===== config.mk =====
export PLATFORM = sky130hd
export DESIGN_NAME = comp_pwm_deadtime
export DESIGN_NICKNAME = d
export VERILOG_FILES = /design/src/rtl/comp_pwm_deadtime.sv
export SDC_FILE = /design/constraint.sdc
export NUM_CORES = 1
export LEC_CHECK = 0
export BUFFER_PORTS_ARGS = -buffer_cell sky130_fd_sc_hd__buf_4
export CORE_UTILIZATION = 45
export CTS_BUF_LIST = sky130_fd_sc_hd__clkbuf_8
export CTS_CLUSTER_SIZE = 30
export DETAILED_ROUTE_END_ITERATION = 10
export HOLD_SLACK_MARGIN = 0.1
export PLACE_DENSITY = 0.61
export SYNTH_ARGS = -nofsm -noshare
export SYNTH_HDL_FRONTEND = slang
export SYNTH_SLANG_ARGS = --single-unit

===== constraint.sdc =====
create_clock -name clk -period 3.5 [get_ports clk]
set_input_delay 0.35 -clock clk [delete_from_list [all_inputs] [get_ports clk]]
set_output_delay 0.35 -clock clk [all_outputs]
set_load 0.01 [all_outputs]

===== src/rtl/comp_pwm_deadtime.sv =====
module comp_pwm_deadtime #(
  parameter int DT_W = 8
) (
  input  logic            clk,
  input  logic            rst_n,
  input  logic            en,
  input  logic            pwm_in,
  input  logic [DT_W-1:0] dt_cfg,
  output logic            hi_out,
  output logic            lo_out
);

  localparam logic [DT_W-1:0] ONE = {{(DT_W-1){1'b0}}, 1'b1};

  logic            in_q;
  logic            en_q;
  logic [DT_W-1:0] dt_q;
  logic [DT_W-1:0] cnt_q;

  logic            restart;
  logic [DT_W-1:0] dt_nxt;
  logic [DT_W-1:0] cnt_nxt;
  logic            ready;

  assign restart = (pwm_in != in_q) | ~en | ~en_q;
  assign dt_nxt  = restart ? dt_cfg : dt_q;
  assign cnt_nxt = restart ? '0 : ((cnt_q >= dt_q) ? cnt_q : cnt_q + ONE);
  assign ready   = en & (cnt_nxt >= dt_nxt);

  always_ff @(posedge clk or negedge rst_n) begin
    if (!rst_n) begin
      in_q   <= 1'b0;
      en_q   <= 1'b0;
      dt_q   <= '0;
      cnt_q  <= '0;
      hi_out <= 1'b0;
      lo_out <= 1'b0;
    end else begin
      in_q   <= pwm_in;
      en_q   <= en;
      dt_q   <= dt_nxt;
      cnt_q  <= cnt_nxt;
      hi_out <= ready & pwm_in;
      lo_out <= ready & ~pwm_in;
    end
  end

endmodule


==> results of run 1 <==
[synthesized netlist by cell type]
library cell                n  area, um2
sky130_fd_sc_hd__clkbuf_1   2       7.51
sky130_fd_sc_hd__o311ai_1   1       8.76
sky130_fd_sc_hd__o211ai_2   1       12.5
sky130_fd_sc_hd__inv_1     17       63.8
sky130_fd_sc_hd__nor2_1     4       15.0
sky130_fd_sc_hd__o21ai_1    5       25.0
sky130_fd_sc_hd__nand2b_1   3       18.8
sky130_fd_sc_hd__mux2i_1    7       70.1
sky130_fd_sc_hd__o21ai_0    2       10.0
sky130_fd_sc_hd__a21oi_1   11       55.1
sky130_fd_sc_hd__nand2_1   10       37.5
sky130_fd_sc_hd__a211o_1    2       17.5
sky130_fd_sc_hd__and3_1     2       12.5
sky130_fd_sc_hd__dfrtp_1   20        500
sky130_fd_sc_hd__nand4_1    1       6.26
sky130_fd_sc_hd__nor3b_1    1       7.51
sky130_fd_sc_hd__o31ai_1    2       15.0
sky130_fd_sc_hd__nand3_1    5       25.0
sky130_fd_sc_hd__or4_1      2       15.0
sky130_fd_sc_hd__buf_2      1       5.00
sky130_fd_sc_hd__or3_1      4       25.0
sky130_fd_sc_hd__ha_1      17        213
sky130_fd_sc_hd__xnor2_1    2       17.5
sky130_fd_sc_hd__a31oi_1    1       6.26
[state kept, by name, indices dropped and copies added, names as in the netlist]
name / cells
cnt_q: 8
dt_q: 8
en_q: 1
hi_out: 1
in_q: 1
lo_out: 1
[layer usage]
| metal | share of wire [%] | vias up |
|---|---|---|
| met5 | 0 | - |
| met1 | 48 | 405 |
| li1 | - | 463 |
| met3 | 3.6 | 4 |
| met4 | 1.4 | 0 |
| met2 | 47 | 19 |
[final timing paths]
path                       slack (ps)                  to
setup / recovery                  370    lo_out$_DFF_PN0_
hold / removal                    230      en_q$_DFF_PN0_
setup reg to reg                  370    lo_out$_DFF_PN0_
hold reg to reg                   520   dt_q[2]$_DFF_PN0_
max in group asynchronous        2770  cnt_q[4]$_DFF_PN0_
min in group asynchronous         530   dt_q[1]$_DFF_PN0_
[worst max-delay path, cell delays in order, from the launching register on]
cell	delay, ps
sky130_fd_sc_hd__dfrtp_1	430
sky130_fd_sc_hd__ha_1	320
sky130_fd_sc_hd__a211o_1	290
sky130_fd_sc_hd__a31oi_1	160
sky130_fd_sc_hd__o311ai_1	120
sky130_fd_sc_hd__buf_4	190
sky130_fd_sc_hd__or4_1	500
sky130_fd_sc_hd__a21oi_1	230
sky130_fd_sc_hd__ha_1	300
sky130_fd_sc_hd__a21oi_1	150
sky130_fd_sc_hd__o21ai_0	100
sky130_fd_sc_hd__a21oi_1	170
sky130_fd_sc_hd__nor3b_1	70
[area by class of cell]
cell class	instances	share of cell area [%]
multi-input combinational	83	44.3
timing repair buffer	15	8.31
sequential	20	36.1
inverter	17	4.61
tap	30	2.71
clock buffer	4	3.97
[kinds of logic after synthesis]
| group | count (synthesis) | synth area share [%] |
|---|---|---|
| and+or+nand+nor | 32 | 13.7 |
| AOI/OAI and AO/OA | 25 | 12.6 |
| buffers and inverters | 20 | 6.41 |
| DFF | 20 | 42.1 |
| adders and majority gates | 17 | 17.9 |
| muxes | 7 | 5.89 |
| xor gates and xnor gates | 2 | 1.47 |
[through the flow]
| step | total power (uW) | instances | cell area (um2) | hold WS [ps] | worst slack (ps) |
|---|---|---|---|---|---|
| 6_report | 480 | 169 | 1390 | 231 | 371 |
| 3_3_place_gp | 309 | 164 | 1320 | 241 | 423 |
| 3_5_place_dp | 310 | 164 | 1320 | 241 | 337 |
| 2_1_floorplan | 285 | 123 | 1190 | 54.4 | 744 |
| 5_1_grt | 505 | 169 | 1390 | 229 | 82.8 |
| 4_1_cts | 486 | 169 | 1390 | 229 | 329 |
[repair_timing]
action | 4_1_cts | 5_1_grt
buffers inserted | 0 | 0
resized for setup | 0 | 0
hold buffers | 1 | 0
endpoints found under the hold margin | 20 | 0
endpoints found under the setup margin | 0 | 0
[report_power, final]
group	internal [uW]	switching (uW)
Clock	100	73.4
Sequential	240	5.26
Combinational	27.4	33.7
Total	368	112
==> results.rst, run 1 <==
.. list-table::
   :header-rows: 1

   * - Metric
     - Value
   * - Arrival time reported for the critical path endpoint
     - 3270 ps
   * - Seq. cell area
     - 500 um2
   * - Net count after synthesis
     - 152
   * - Worst slew margin relative to its limit
     - 60.0%
   * - DR vias/cell
     - 5.27
   * - Synthesized area per cell
     - 9.67 um2
   * - Most crowded layer after global routing
     - met2
   * - Cell count of the worst reg-to-reg path
     - 12
   * - Root Buffer Master
     - sky130_fd_sc_hd__clkbuf_8
   * - Kind of launch point of the worst setup path
     - register
   * - Layout cell share with drive strength beyond 1
     - 13.7%
   * - Antenna Violating Nets Remaining
     - 0
   * - Port Buffer Count
     - 13
   * - Setup repair after global routing missed its margin
     - no
   * - DIE WIDTH
     - 53.4 um
   * - Reg2Reg Launch Point
     - cnt_q[2]$_DFF_PN0_
   * - Placement row count
     - 18
   * - Initial standard-cell utilization of the core
     - 48.0%
   * - TritonCTS clock tree
     - yes
   * - Cell depth of the worst hold path
     - 1
   * - Vias
     - 891
   * - I/O pin total
     - 14
   * - Global-route wire length before repair
     - 3860 um
   * - Count of filler cells inserted in the layout
     - 233
   * - Final number of hold-violating endpoints
     - 0
   * - Clock-pin transition on the worst setup and hold timing paths
     - 70 ps
   * - Aggregate global-route resource usage
     - 19.3%
   * - Maximum ir drop on the vdd rail
     - 0.281 mV
   * - Max Clk Rate
     - 0.320 GHz
   * - Global routing met1 resource utilization
     - 26.6%
   * - Count of different cell masters after synthesis
     - 24
   * - Critical path class
     - reg2reg
   * - Gate count of the mapped netlist
     - 123
   * - Via count of the first global-routing pass
     - 890
   * - Clk sinks
     - 20
   * - HP Class
     - in2reg
   * - Setup violations, final
     - 0
   * - Die Area
     - 2850 um2
   * - Post-Route Setup TNS
     - 0 ps
   * - Floorplan die height
     - 53.4 um
   * - Area Overhead vs Synth
     - 16.4%
   * - CP Capture Type
     - register
   * - Number of nets in the finished design
     - 169
   * - CTS max path bufs
     - 2
   * - Synthesized cell area
     - 1190 um2
   * - Post-Route WL
     - 2290 um
   * - TritonRoute pass-1 iters
     - 4
   * - Largest fanout on the critical path
     - 15
   * - Antenna violations before repair
     - 0
   * - Yosys warning count
     - 0
   * - Sequential-to-total area share from yosys stat
     - 42.1%
   * - Half-perimeter wire length after placement
     - 1740 um
   * - Transition at the pin with the smallest max-transition slack
     - 598 ps
   * - Static leakage
     - 0.000726 uW
   * - Remaining routing DRC violations
     - 0
   * - Total congestion overflow after global routing
     - 0
   * - Clock latency at the later pin of the worst-skew pair
     - 250 ps
   * - Final period demand of the worst path
     - 3130 ps
   * - Final weighted congestion in routability-driven placement
     - 0.759
   * - Total count of max-transition violations in the final report
     - 0
   * - Final core utilization
     - 55.9%
   * - Routed length per placed instance
     - 13.6 um
   * - Largest net degree at the start of global routing
     - 21
   * - Required time at the endpoint of the critical path
     - 3640 ps
   * - Seq cells post-synth
     - 20
   * - Most common cell after layout, fill and taps aside
     - sky130_fd_sc_hd__dfrtp_1
   * - Floorplan core area
     - 2480 um2
   * - Number of CTS-inserted buffers
     - 3
   * - Met2 Track Usage GR
     - 30.2%
   * - Status
     - completed
   * - DRC marker count from the first detailed-route iteration
     - 30
   * - Period Utilization, post-route
     - 89.4%
   * - # diodes
     - 0
   * - Total area of multi-input combinational cells
     - 613 um2
   * - Critical hold path startpoint
     - en
   * - Highest-count cells in the layout ignoring fill and taps
     - sky130_fd_sc_hd__dfrtp_1, sky130_fd_sc_hd__inv_1, sky130_fd_sc_hd__ha_1
   * - Total power divided by cell area
     - 347 nW/um2
   * - Setup skew after layout
     - 0.911 ps
   * - Setup crit start
     - cnt_q[2]$_DFF_PN0_
   * - Number of H-tree levels
     - 1
   * - Met3 track utilization from global routing
     - 2.30%
   * - Max-cap viol count
     - 0
(Power assumes the default switching activity.)
==> run 2: changes to the inputs <==
--- a/config.mk
+++ b/config.mk
@@ -12,6 +12,7 @@
 export DETAILED_ROUTE_END_ITERATION = 10
 export HOLD_SLACK_MARGIN = 0.1
 export PLACE_DENSITY = 0.61
+export REMOVE_ABC_BUFFERS = 1
 export SYNTH_ARGS = -nofsm -noshare
 export SYNTH_HDL_FRONTEND = slang
 export SYNTH_SLANG_ARGS = --single-unit
==> run 2 against run 1 <==
Utilization fell by 0.56 points. Non-clock buffer count did not move. Global-route usage rose by 0.15 points. Worst hold slack improved by 1.7 ps. Sequential power barely moved. Sequential cell count did not move. Maximum frequency fell by 3.0%. Power fell by 6.1%. Critical path type unchanged. Largest power group unchanged.
==> results.rst, run 2 (synthesized netlist as in run 1, its figures left out) <==
.. list-table::
   :header-rows: 1

   * - Metric
     - Value
   * - Half-perimeter wire length after placement
     - 1700 um
   * - Antenna Violating Nets Remaining
     - 0
   * - CP Capture Type
     - register
   * - Most common cell after layout, fill and taps aside
     - sky130_fd_sc_hd__dfrtp_1
   * - Clk sinks
     - 20
   * - DIE WIDTH
     - 53.4 um
   * - Period Utilization, post-route
     - 92.1%
   * - Floorplan die height
     - 53.4 um
   * - Post-Route WL
     - 2230 um
   * - Via count of the first global-routing pass
     - 903
   * - Setup violations, final
     - 0
   * - Total count of max-transition violations in the final report
     - 0
   * - Clock-pin transition on the worst setup and hold timing paths
     - 70 ps
   * - Final weighted congestion in routability-driven placement
     - 0.810
   * - Initial standard-cell utilization of the core
     - 48.0%
   * - Static leakage
     - 0.000719 uW
   * - Fraction of power consumed by the clock network
     - 32.4%
   * - Status
     - completed
   * - Total power divided by cell area
     - 329 nW/um2
   * - Port Buffer Count
     - 13
   * - Setup skew after layout
     - 5.47 ps
   * - Net switching power
     - 107 uW
   * - Required time at the endpoint of the critical path
     - 3640 ps
   * - Floorplan core area
     - 2480 um2
   * - Total congestion overflow after global routing
     - 0
   * - Largest fanout on the critical path
     - 10
   * - Met3 track utilization from global routing
     - 3.45%
   * - Post-CTS Setup Inserts
     - 0
   * - Arrival time reported for the critical path endpoint
     - 3370 ps
   * - Post-Route Setup TNS
     - 0 ps
   * - Placement row count
     - 18
   * - Max-cap viol count
     - 0
   * - Antenna violations before repair
     - 0
   * - Area Overhead vs Synth
     - 15.2%
   * - Final number of hold-violating endpoints
     - 0
   * - Worst slew margin relative to its limit
     - 53.9%
   * - Max Clk Rate
     - 0.310 GHz
   * - Transition at the pin with the smallest max-transition slack
     - 681 ps
   * - DR vias/cell
     - 5.44
   * - Critical path class
     - reg2reg
   * - Met2 Track Usage GR
     - 31.7%
   * - Number of H-tree levels
     - 1
   * - Routed length per placed instance
     - 13.3 um
   * - Vias
     - 914
   * - Most crowded layer after global routing
     - met2
   * - Highest-count cells in the layout ignoring fill and taps
     - sky130_fd_sc_hd__dfrtp_1, sky130_fd_sc_hd__inv_1, sky130_fd_sc_hd__ha_1
   * - Root Buffer Master
     - sky130_fd_sc_hd__clkbuf_8
   * - Post-layout worst setup margin
     - 275 ps
   * - I/O pin total
     - 14
   * - Die Area
     - 2850 um2
   * - Final period demand of the worst path
     - 3230 ps
   * - Post-Place Setup Slack
     - 308 ps
   * - Combinational share of power
     - 13.2%
   * - CTS max path bufs
     - 2
   * - Aggregate global-route resource usage
     - 19.5%
   * - Internal power component
     - 344 uW
   * - Hold slack
     - 232 ps
   * - Number of CTS-inserted buffers
     - 3
   * - Layout cell share with drive strength beyond 1
     - 13.0%
   * - Count of cells resized by post-cts repair
     - 0
   * - Clock latency at the later pin of the worst-skew pair
     - 250 ps
   * - Remaining routing DRC violations
     - 0
   * - Share of power burned in registers
     - 54.4%
   * - Number of nets in the finished design
     - 169
   * - Switching part of the total power
     - 23.7%
   * - Maximum ir drop on the vdd rail
     - 0.339 mV
   * - Count of filler cells inserted in the layout
     - 238
   * - HP Class
     - in2reg
   * - TritonRoute pass-1 iters
     - 4
   * - Largest net degree at the start of global routing
     - 21
   * - Kind of launch point of the worst setup path
     - register
   * - Final core utilization
     - 55.4%
   * - TritonCTS clock tree
     - yes
   * - Largest registers
     - cnt_q x8, dt_q x8
   * - Global routing met1 resource utilization
     - 25.2%
   * - Global-route wire length before repair
     - 3850 um
   * - DRC marker count from the first detailed-route iteration
     - 27
   * - # diodes
     - 0
   * - Setup repair after global routing missed its margin
     - no
==> run 2: changes by cell type in the layout (fill, tap and decap cells not counted), sizes merged <==
| cell | change |
|---|---|
| clkbuf | -1 |
==> run 2: worst paths after layout <==
| path | start | end | slack [ps] | depth (start not counted) |
|---|---|---|---|---|
| max | cnt_q[2]$_DFF_PN0_ | lo_out$_DFF_PN0_ | 270 | 12 |
| min | en | en_q$_DFF_PN0_ | 230 | 1 |
| max reg2reg | cnt_q[2]$_DFF_PN0_ | lo_out$_DFF_PN0_ | 270 | 12 |
| min reg2reg | dt_q[4]$_DFF_PN0_ | dt_q[4]$_DFF_PN0_ | 510 | 2 |
| max in group asynchronous | rst_n | en_q$_DFF_PN0_ | 2780 | 2 |
| min in group asynchronous | rst_n | dt_q[6]$_DFF_PN0_ | 510 | 2 |
==> run 2: cell type report <==
type	count	area, um2	share of cell area (%)
Multi-Input combinational cell	83	613	44.7
Clock buffer	3	41.3	3.01
Inverter	17	63.8	4.65
Sequential cell	20	500	36.5
Tap cell	30	37.5	2.74
Timing Repair Buffer	15	115	8.39
==> run 2: repair_timing <==
action / in CTS / in global routing
setup endpoints to repair: 0 / 0
hold endpoints to repair: 20 / 0
hold buffers: 1 / 0
==> run 2: worst max-delay path: stages, from the launching register on <==
cell                       delay [ps]
sky130_fd_sc_hd__dfrtp_1          440
sky130_fd_sc_hd__ha_1             320
sky130_fd_sc_hd__a211o_1          290
sky130_fd_sc_hd__a31oi_1          140
sky130_fd_sc_hd__o311ai_1         230
sky130_fd_sc_hd__buf_4            240
sky130_fd_sc_hd__or4_1            500
sky130_fd_sc_hd__a21oi_1          200
sky130_fd_sc_hd__ha_1             280
sky130_fd_sc_hd__a21oi_1          140
sky130_fd_sc_hd__o21ai_0           90
sky130_fd_sc_hd__a21oi_1          180
sky130_fd_sc_hd__nor3b_1           70
==> run 2: power groups by stage <==
stage | Clock, uW | Combinational, uW | Sequential [uW]
after global routing | 158 | 70.4 | 246
after global placement | 0 | 58.1 | 250
after CTS | 149 | 61.0 | 246
final | 146 | 59.6 | 245
after detailed placement | 0 | 59.4 | 250
after floorplan | 0 | 35.4 | 249
==> run 2: metrics by stage <==
| step | power (uW) | instance area [um2] | std cells |
|---|---|---|---|
| after floorplan | 284 | 1180 | 120 |
| after global placement | 308 | 1320 | 164 |
| after detailed placement | 309 | 1320 | 164 |
| after CTS | 456 | 1370 | 168 |
| after global routing | 475 | 1370 | 168 |
| final | 451 | 1370 | 168 |
==> run 2: layer usage <==
layer  up-vias  routed length (um)
li1        459                   -
met1       428                1030
met2        23                1080
met3         4                  97
met4         0                  22
met5         -                   0
==> run 3: changes to the inputs <==
--- a/config.mk
+++ b/config.mk
@@ -5,13 +5,13 @@
 export SDC_FILE = /design/constraint.sdc
 export NUM_CORES = 1
 export LEC_CHECK = 0
+export ABC_AREA = 1
 export BUFFER_PORTS_ARGS = -buffer_cell sky130_fd_sc_hd__buf_4
 export CORE_UTILIZATION = 45
 export CTS_BUF_LIST = sky130_fd_sc_hd__clkbuf_8
 export CTS_CLUSTER_SIZE = 30
 export DETAILED_ROUTE_END_ITERATION = 10
 export HOLD_SLACK_MARGIN = 0.1
-export PLACE_DENSITY = 0.61
 export REMOVE_ABC_BUFFERS = 1
 export SYNTH_ARGS = -nofsm -noshare
 export SYNTH_HDL_FRONTEND = slang
==> run 3 against run 2 <==
Sequential power about the same. Clock-buffer cell count unchanged. Final cell count up 34%. Worst setup slack better by 670 ps. Critical path depth up 3. Register-to-register slack better by 670 ps. Global-route usage up 0.23 points. Clock skew up 1.0 ps. Critical path type unchanged.
==> results.rst, run 3 <==
.. list-table::
   :header-rows: 1

   * - Metric
     - Value
   * - Area Overhead vs Synth
     - 14.8%
   * - Critical hold path startpoint
     - en
   * - Floorplan core area
     - 2810 um2
   * - Post-Route Setup TNS
     - 0 ps
   * - Maximum ir drop on the vdd rail
     - 0.246 mV
   * - Final weighted congestion in routability-driven placement
     - 0.769
   * - Post-CTS Setup Inserts
     - 0
   * - Hold slack
     - 211 ps
   * - DRC marker count from the first detailed-route iteration
     - 52
   * - Clk sinks
     - 20
   * - Setup skew after layout
     - 6.51 ps
   * - Floorplan die height
     - 57.1 um
   * - Cell depth of the worst hold path
     - 1
   * - Number of CTS-inserted buffers
     - 3
   * - I/O pin total
     - 14
   * - Main synth FF type
     - sky130_fd_sc_hd__dfrtp_1
   * - Setup repair after global routing missed its margin
     - no
   * - Final period demand of the worst path
     - 2550 ps
   * - Count of different cell masters after synthesis
     - 20
   * - Total congestion overflow after global routing
     - 0
   * - Biggest area contributors in the synthesized netlist
     - sky130_fd_sc_hd__dfrtp_1, sky130_fd_sc_hd__ha_1, sky130_fd_sc_hd__nand2_1, sky130_fd_sc_hd__inv_1, sky130_fd_sc_hd__nor2_1
   * - Share of the synthesized area in the top cell type
     - 36.7%
   * - Fraction of synthesis flops using an asynchronous set or reset pin
     - 100%
   * - Initial standard-cell utilization of the core
     - 48.6%
   * - Layout cell share with drive strength beyond 1
     - 18.0%
   * - Synthesized cell area
     - 1360 um2
   * - Gate count of the mapped netlist
     - 178
   * - TritonCTS clock tree
     - yes
   * - Required time at the endpoint of the critical path
     - 3660 ps
   * - Kind of launch point of the worst setup path
     - register
   * - Clock-pin transition on the worst setup and hold timing paths
     - 80 ps
   * - Root Buffer Master
     - sky130_fd_sc_hd__clkbuf_8
   * - Total count of max-transition violations in the final report
     - 0
   * - Most frequent cell on the critical path
     - sky130_fd_sc_hd__nand2_1
   * - Post-Route WL
     - 2700 um
   * - Critical Path, Cell by Cell
     - ha_1, nand2_1, nor2_1, nand2_1, nand3_1, nand3_1, ha_1, inv_1, a21oi_1, o21bai_1, nand2_1, nand2_1, nand2_1, nand2_1, nor2_1
   * - Count of cells resized by post-cts repair
     - 0
   * - Routed length per placed instance
     - 12.0 um
   * - Most common cell after layout, fill and taps aside
     - sky130_fd_sc_hd__nand2_1
   * - Antenna Violating Nets Remaining
     - 0
   * - Max-cap viol count
     - 0
   * - Most frequently used cell type in the post-synthesis netlist
     - sky130_fd_sc_hd__nand2_1
   * - Cell count of the worst reg-to-reg path
     - 15
   * - Antenna violations before repair
     - 0
   * - Synthesized area per cell
     - 7.66 um2
   * - Endpoint of the lowest-slack register-to-register path
     - hi_out$_DFF_PN0_
   * - Period Utilization, post-route
     - 72.9%
   * - CTS max path bufs
     - 2
   * - Highest-count cells in the layout ignoring fill and taps
     - sky130_fd_sc_hd__nand2_1, sky130_fd_sc_hd__inv_1, sky130_fd_sc_hd__dfrtp_1
   * - Number of H-tree levels
     - 1
   * - Slowest stage delay, CP
     - 440 ps
   * - Yosys warning count
     - 0
   * - Number of nets in the finished design
     - 224
   * - Transition at the pin with the smallest max-transition slack
     - 567 ps
   * - Placed Cells
     - 220
   * - Critical path class
     - reg2reg
   * - Largest net degree at the start of global routing
     - 21
   * - Setup slack of the worst register-to-register path
     - 950 ps
   * - CP Capture Type
     - register
   * - Static leakage
     - 0.000854 uW
   * - Half-perimeter wire length after placement
     - 2160 um
   * - Final core utilization
     - 55.8%
   * - Total power divided by cell area
     - 354 nW/um2
   * - Critical Path Slowest Stage Cell
     - sky130_fd_sc_hd__dfrtp_1
   * - Count of placed standard cells in the final layout, fillers left out
     - 225
   * - Largest fanout on the critical path
     - 12
   * - TritonRoute pass-1 iters
     - 4
   * - Remaining routing DRC violations
     - 0
   * - Worst slew margin relative to its limit
     - 62.1%
   * - Clock latency at the later pin of the worst-skew pair
     - 260 ps
   * - Worst hold path endpoint
     - en_q$_DFF_PN0_
   * - Seq cells post-synth
     - 20
   * - Total Power Consumption
     - 554 uW
   * - DR vias/cell
     - 5.02
   * - Aggregate global-route resource usage
     - 19.7%
   * - Placement row count
     - 19
   * - Largest registers
     - cnt_q x8, dt_q x8
   * - Final number of hold-violating endpoints
     - 0
   * - CTS Hold Buffers Added
     - 1
   * - Status
     - completed
   * - # diodes
     - 0
   * - Die Area
     - 3250 um2
   * - Via count of the first global-routing pass
     - 1146
   * - Cell taking the most area after synthesis
     - sky130_fd_sc_hd__dfrtp_1
   * - Most used standard cells in the synthesized netlist
     - sky130_fd_sc_hd__nand2_1, sky130_fd_sc_hd__inv_1, sky130_fd_sc_hd__dfrtp_1
   * - Arrival time reported for the critical path endpoint
     - 2710 ps
   * - Count of flip-flops with a built-in enable after synthesis
     - 0
   * - Vias
     - 1129
   * - Reg2Reg Launch Point
     - cnt_q[5]$_DFF_PN0_
   * - Global-route wire length before repair
     - 4990 um
   * - DIE WIDTH
     - 57.1 um
   * - Port Buffer Count
     - 13
   * - Max Clk Rate
     - 0.392 GHz
   * - Setup violations, final
     - 0
   * - Sequential-to-total area share from yosys stat
     - 36.7%
   * - HP Class
     - in2reg
## run 3: how the worst max path moves through the flow
stage	startpoint	to	cells past startpoint	slack [ps]
finish	cnt_q[5]$_DFF_PN0_	hi_out$_DFF_PN0_	15	950
global route	dt_q[7]$_DFF_PN0_	hi_out$_DFF_PN0_	20	640
detailed placement	cnt_q[0]$_DFF_PN0_	hi_out$_DFF_PN0_	20	1000
floorplan	cnt_q[0]$_DFF_PN0_	hi_out$_DFF_PN0_	20	1330
CTS	cnt_q[0]$_DFF_PN0_	hi_out$_DFF_PN0_	20	980
global placement	dt_q[7]$_DFF_PN0_	hi_out$_DFF_PN0_	18	1020
## run 3: worst max-delay path, delay by kind of cell, from the launching register on
kind / cells / cell delay, ps
AOI/OAI and AO/OA: 2 / 200
adders and majority gates: 2 / 620
buffers and inverters: 1 / 50
DFF: 1 / 440
and+or+nand+nor: 10 / 1130
## run 3: cells by family after synthesis
kind of cell | count (synthesis) | synth area share (%)
AND/OR/NAND/NOR | 87 | 27.7
buffers and inverters | 33 | 9.72
AO/OA/AOI/OAI | 20 | 9.63
flip-flops | 20 | 36.7
adder cells (fa/ha/maj) | 17 | 15.6
XOR/XNOR | 1 | 0.642
## run 3: power breakdown
| group | switching [uW] | internal (uW) | total, uW |
|---|---|---|---|
| registers | 7.07 | 241 | 248 |
| clock network | 76.9 | 153 | 229 |
| logic | 44.3 | 32.9 | 77.1 |
## run 3: stage by stage
step	instance area, um2	setup WS, ps
after floorplan	1350	1330
after global placement	1480	1020
after detailed placement	1480	1000
after CTS	1570	978
after global routing	1570	639
final	1570	947
## run 3: per-layer routing
layer / up-vias / wire length (um) / GRT usage (%)
li1: 592 / - / -
met1: 516 / 1400 / 27.6
met2: 19 / 1200 / 31.8
met3: 2 / 79 / 3.17
met4: 0 / 14 / 5.57
met5: - / 0 / 0
## run 3: layout make-up
class                      instances  area (um2)
fill                             261        1240
clock buffer                       3        41.3
timing repair buffer              14         108
tap                               31        38.8
clock inverter                     1        30.0
sequential                        20         500
inverter                          31         116
multi-input combinational        125         731
